--- config.mk ---
export PLATFORM = sky130hd
export DESIGN_NAME = phase_window_lockdet
export DESIGN_NICKNAME = d
export VERILOG_FILES = /design/src/rtl/phase_window_lockdet.sv
export SDC_FILE = /design/constraint.sdc
export NUM_CORES = 1
export LEC_CHECK = 0
export ABC_AREA = 1
export BUFFER_PORTS_ARGS = -buffer_cell sky130_fd_sc_hd__buf_2
export CELL_PAD_IN_SITES_DETAIL_PLACEMENT = 1
export CELL_PAD_IN_SITES_GLOBAL_PLACEMENT = 1
export CORE_ASPECT_RATIO = 1.25
export CORE_UTILIZATION = 35
export CTS_CLUSTER_SIZE = 30
export DETAILED_ROUTE_END_ITERATION = 10
export PLACE_DENSITY_LB_ADDON = 0.1
export SYNTH_ARGS = -nofsm -noshare
export SYNTH_HDL_FRONTEND = slang
export SYNTH_SLANG_ARGS = --single-unit
--- constraint.sdc ---
create_clock -name clk -period 1.7 [get_ports clk]
set_input_delay 0.085 -clock clk [delete_from_list [all_inputs] [get_ports clk]]
set_output_delay 0.085 -clock clk [all_outputs]
set_load 0.03 [all_outputs]
--- src/rtl/phase_window_lockdet.sv ---
module phase_window_lockdet #(
  parameter int MAX_T  = 16,
  parameter int N_HITS = 4,
  localparam int TW = $clog2(MAX_T + 1),
  localparam int CW = $clog2(N_HITS + 1)
) (
  input  logic          clk,
  input  logic          rst,
  input  logic          ref_in,
  input  logic          fb_in,
  input  logic [TW-1:0] win_ticks,
  output logic          lock_n
);

  logic [TW-1:0]      t_q;
  logic [MAX_T:0]     ref_sr;
  logic [2*MAX_T+1:0] fb_sr;
  logic               lead_q;
  logic [CW-1:0]      hits;
  logic [TW-1:0]      t_load;

  always_comb begin
    if (win_ticks == '0)                   t_load = TW'(1);
    else if (win_ticks > TW'(MAX_T))       t_load = TW'(MAX_T);
    else                                   t_load = win_ticks;
  end

  wire ref_tap = ref_sr[t_q];
  wire ev_now  = fb_sr[0] & ~fb_sr[1];
  wire ev_late = fb_sr[{t_q, 1'b0}] & ~fb_sr[{t_q, 1'b1}];
  wire inwin   = ~lead_q & ref_tap;

  always_ff @(posedge clk) begin
    if (rst) begin
      t_q    <= t_load;
      ref_sr <= '0;
      fb_sr  <= '0;
      lead_q <= 1'b0;
      hits   <= '0;
      lock_n <= 1'b1;
    end else begin
      ref_sr <= {ref_sr[MAX_T-1:0], ref_in};
      fb_sr  <= {fb_sr[2*MAX_T:0], fb_in};
      if (ev_now) lead_q <= ref_tap;
      if (ev_late) begin
        if (inwin) begin
          if (hits != CW'(N_HITS)) hits <= hits + 1'b1;
          lock_n <= !(hits >= CW'(N_HITS - 1));
        end else begin
          hits   <= '0;
          lock_n <= 1'b1;
        end
      end
    end
  end


  reset_flag_chk: assert property (@(posedge clk) rst |=> lock_n);


  miss_clears_chk: assert property (@(posedge clk) disable iff (rst)
    (ev_late && !inwin) |=> lock_n);


  lock_on_hit_chk: assert property (@(posedge clk) disable iff (rst)
    $fell(lock_n) |-> $past(ev_late && inwin));


  quiet_hold_chk: assert property (@(posedge clk) disable iff (rst)
    !ev_late |=> $stable(lock_n));


  window_hold_chk: assert property (@(posedge clk) disable iff (rst)
    1'b1 |=> $stable(t_q));


  window_range_chk: assert property (@(posedge clk) disable iff (rst)
    (t_q >= TW'(1)) && (t_q <= TW'(MAX_T)));


  hit_bound_chk: assert property (@(posedge clk) disable iff (rst)
    hits <= CW'(N_HITS));

endmodule

Yosys cells after proc, flatten, opt, wreduce, memory -nomap -nowiden
Index checks and enable logic that the tools add are counted.
Storage, ports and cells
  bits in registers: 61
  latch bits: 0
  memory bits (writable): 0
  ROM bits: 0
  input bits: 9
  output and inout port bits: 1
  memories kept: 0
Operators by class
  add/sub/neg operators: 1
  multiply operators: 0
  div/mod/pow operators: 0
  $lt $le $gt $ge: 5
  eq/ne operators: 2
  shift operators: 0
  mux-type cells: 10
  bitwise operators: 6
  reduce and logical (&&, ||, !) cells: 4
Operators with widths (count)
  1-bit binary-select mux with 5-bit select: 3
  6-bit by 7-bit < comparator with 1-bit output (second input constant): 2
  5-bit by 6-bit < comparator with 1-bit output (second input constant): 1
  3-bit 2-to-1 mux: 2
  5-bit > comparator (second input constant): 1
  5-bit zero test: 1
  5-bit 2-to-1 mux: 1
  1-bit 2-to-1 mux: 4
  3-bit by 1-bit adder with 3-bit output (second input constant): 1
  1-bit AND: 3
  3-bit by 2-bit greater-or-equal comparator with 1-bit output (second input constant): 1
  3-bit != test (second input constant): 1
  1-bit NOT: 3
  2-bit by 1-bit != test with 1-bit output (second input constant): 1
  2-bit AND reduction: 1
  2-bit OR reduction: 1
  1-bit zero test: 1

Logic depth before layout (Yosys ltp)
  depth in word-level cells: 5
  gate-level depth with buffers: 14
  depth with buffers taken out: 13

Least setup slack after synthesis
Ideal clock, no wire load.
  kind: flip-flop to flip-flop
  start: reg t_q[0]
  end: reg hits[0]
  library setup time: 0.115 ns
  arrival: 1.381 ns
  slack: 0.204 ns
  cell stages (with the launch flop): 13
  period minus slack after synthesis: 1.496 ns
  cells stage by stage: edfxtp_1 > buf_6 > buf_6 > nand2_1 > nand3_1 > nand3_1 > nand2_1 > nand2_1 > nand3_2 > nand2_4 > nand3_4 > a21oi_1 > nor2_1
Between the ends
  longest elaborated chain between the ends: 5
RTL lines
  start: declaration: RTL line 15  | logic [TW-1:0] t_q;
  start signal: assignment: RTL line 35  | t_q <= t_load;
  1-bit binary-select mux with 5-bit select (on tied branches): RTL line 28, 30
  1-bit 2-to-1 mux (on tied branches): RTL line 28, 30
  1-bit AND or 1-bit NOT (tied branches): RTL line 31, 30
  2-bit by 1-bit != test with 1-bit output (no line) or 1-bit AND (tied branches)
  2-bit AND reduction (no line)
  end signal: assignment: RTL line 47  | if (hits != CW'(N_HITS)) hits <= hits + 1'b1;
  end: declaration: RTL line 19  | logic [CW-1:0] hits;
Parallel ways exist; a longest one is shown, timed or not. The select of a mux whose other input is x is not followed.
A chain may end at the register's enable or synchronous reset.

Worst setup path in the final report
Same ends and word-level chain as after synthesis.

==> key figures <==
Layout
  – Antenna diodes: 0
  – Final net count: 347
  – Final core utilization: 0.438
  – Layout area overhead: 20.6%
  – Layout cells sized above 1: 0.148
  – Fin cells: 425

Power and ir drop
  – Clock power frac: 0.399
  – Max VDD drop: 0.509 mV
  – Net switching power: 0.000723 W
  – Overall power: 0.00296 W
  – Seq pwr share: 0.507
  – Switching share of power: 0.244
  – Leakage: 1.26 nW
  – Comb pwr share: 0.094
  – Power Internal: 0.00224 W
  – Pwr Density: 1030 nW/µm²

Drt
  – Antenna Nets Post-Route: 0
  – Final WL: 4.97 mm
  – Detailed Route Iter0 Violations: 37
  – Vias per inst: 4.44
  – TritonRoute pass-1 iters: 4
  – Via count: 1887
  – WL/cell: 11.7 µm
  – DRC: 0

STA
  – Max-slew headroom: 0.747
  – Period utilisation layout: 0.969
  – Final Skew: 0.00867 ns
  – Min cycle time layout: 1.65 ns
  – Hold Slack: 0.0705 ns
  – RSZ-0062 raised after global routing: yes
  – Worst slew pin tran: 0.376 ns
  – Fmax: 0.607 GHz
  – Pins over their slew limit: 0
  – Final setup vio count: 0
  – Final hold vios: 0

Logic synthesis
  – Netlist Area Pre-Place: 2380 µm²
  – Yosys Warn Count: 0
  – Syn avg cell area: 7.74 µm²
  – Seq/Total Area, Yosys: 0.533
  – Synthesized Nets: 322
  – Seq cells post-synth: 61
  – Syn Inst Count: 308
  – Unique masters post-synth: 23

Critical path
  – Critical path capture point type: flop
  – Arr. time, crit path: 1.89 ns
  – Required @ worst endpoint: 1.94 ns
  – Critical Path Max Stage Delay: 0.47 ns
  – Crit path kind: reg -> reg
  – CP max stage cell: edfxtp_1
  – Crit-path cells: inv_4, buf_4, nand2_2, nor4_4, nand2_1, nand2_4, nand3_4, a21oi_1, nor2_1
  – CP Max Fanout: 6
  – Critical path launch point type: flop

GRT
  – Number of global-route vias before repair: 1819
  – Initial antenna violation count: 0
  – First-pass GRT wire length: 8.37 mm
  – Largest net degree at the start of global routing: 32
  – All-layer global routing usage: 0.166
  – Gr ovfl total: 0

Floorplan
  – DIE WIDTH: 75.8 µm
  – Row cnt: 33
  – Starting Density: 0.363
  – IO Count: 10
  – Die area: 7150 µm²
  – Die Y: 94.3 µm
  – Core area: 6570 µm²

Min path
  – HP Class: in -> reg

Clock network
  – Bufs on Longest Clock Path: 2
  – Worst-path clk slew: 0.06 ns
  – CTS tree: done
  – Cts bufs inserted: 9
  – CTS sink cnt: 61
  – CTS Root Cell: clkbuf_8
  – H-tree levels: 3
  – Worst skew pair latency: 0.35 ns

Placement
  – Placed cells: 402
  – Placed wire-length estimate: 3.48 mm
  – # port buffers: 9
  – Gpl congestion: 0.755

Status
  – Status: completed

Flow run
  – Number of max-cap violations: 0
## final cells by class
cell class	instances	area [µm²]
timing repair buffer	24	206
sequential	61	1270
multi-input combinational	167	842
clock buffer	15	176
inverter	70	265
tap	87	109
fill	808	3690
clock inverter	1	5.00
## power groups by stage
stage	combinational, W	sequential (W)	clock, W
5_1_grt	0.000317	0.00150	0.00129
2_1_floorplan	0.000172	0.00153	0
3_3_place_gp	0.000250	0.00153	0
6_report	0.000278	0.00150	0.00118
3_5_place_dp	0.000253	0.00153	0
4_1_cts	0.000264	0.00150	0.00123
## through the flow
stage | setup TNS [ns] | cell area, µm² | setup slack [ns]
after global placement | 0 | 2560 | 0.0557
after global routing | -0.293 | 2880 | -0.0869
after floorplan | 0 | 2380 | 0.204
final | 0 | 2880 | 0.0526
after CTS | 0 | 2790 | 0.00928
after detailed placement | 0 | 2560 | 0.0330
## critical path: cells and delay by family (launching register included)
family | cells | cell delay, ns
and+or+nand+nor | 6 | 0.66
AOI/OAI and AO/OA | 1 | 0.15
DFF | 1 | 0.47
buffers and inverters | 2 | 0.26
## final timing paths
kind	depth (start not counted)	from	slack, ns	endpoint
max	9	t_q[0]	0.05	hits[0]
min	3	win_ticks[4]	0.07	t_q[4]
max reg2reg	9	t_q[0]	0.05	hits[0]
min reg2reg	2	fb_sr[30]	0.42	fb_sr[31]
## cell usage in the layout, fill, tap and decap left out, drive strengths merged
cell type / Yosys / routed
o211ai: 1 / 1
a21o: 1 / 1
edfxtp: 5 / 5
dfxtp: 56 / 56
nand2: 50 / 50
ha: 5 / 5
dlygate4sd3: 0 / 5
clkbuf: 7 / 15
nand3b: 1 / 1
nor2: 58 / 58
a21oi: 6 / 6
o21ai: 5 / 5
inv: 70 / 70
buf: 3 / 19
clkinv: 0 / 1
nand4: 1 / 1
o21bai: 1 / 1
nor4: 2 / 2
nand3: 36 / 36
## cell usage after synthesis
master | count | area [µm²]
a21o_1 | 1 | 7.51
a21oi_1 | 6 | 30.0
buf_6 | 3 | 33.8
clkbuf_1 | 6 | 22.5
clkbuf_2 | 1 | 5.00
dfxtp_1 | 56 | 1120
edfxtp_1 | 5 | 150
ha_1 | 5 | 62.6
inv_1 | 68 | 255
inv_2 | 2 | 7.51
nand2_1 | 48 | 180
nand2_4 | 2 | 22.5
nand3_1 | 33 | 165
nand3_2 | 2 | 20.0
nand3_4 | 1 | 17.5
nand3b_1 | 1 | 7.51
nand4_1 | 1 | 6.26
nor2_1 | 58 | 218
nor4_1 | 2 | 12.5
o211ai_1 | 1 | 7.51
o21ai_0 | 3 | 15.0
o21ai_1 | 2 | 10.0
o21bai_1 | 1 | 7.51
## cells by family after synthesis
group	synth area share
AO/OA/AOI/OAI	0.0325
adder cells (fa/ha/maj)	0.0262
AND/OR/NAND/NOR	0.272
flip-flops	0.533
buffers and inverters	0.136
## metal layers
layer / track usage / vias up / wire, µm
met2: 0.249 / 18 / 2410
li1: - / 973 / -
met1: 0.197 / 886 / 2310
met3: 0.0451 / 10 / 120
met5: 0 / - / 0
met4: 0.125 / 0 / 128
## sequential cells by signal, indices dropped and copies added, names as in the netlist
| name | cells |
|---|---|
| lead_q | 1 |
| lock_n | 1 |
| fb_sr | 34 |
| hits | 3 |
| ref_sr | 17 |
| t_q | 5 |
## what timing repair did
| item | 4_1_cts | 5_1_grt |
|---|---|---|
| setup endpoints to repair | 0 | 5 |
| hold endpoints to repair | 5 | 0 |
| buffers inserted | 0 | 2 |
| hold buffers | 5 | 0 |
| gates resized for setup | 0 | 17 |
Power figures use the tool's default switching activity.
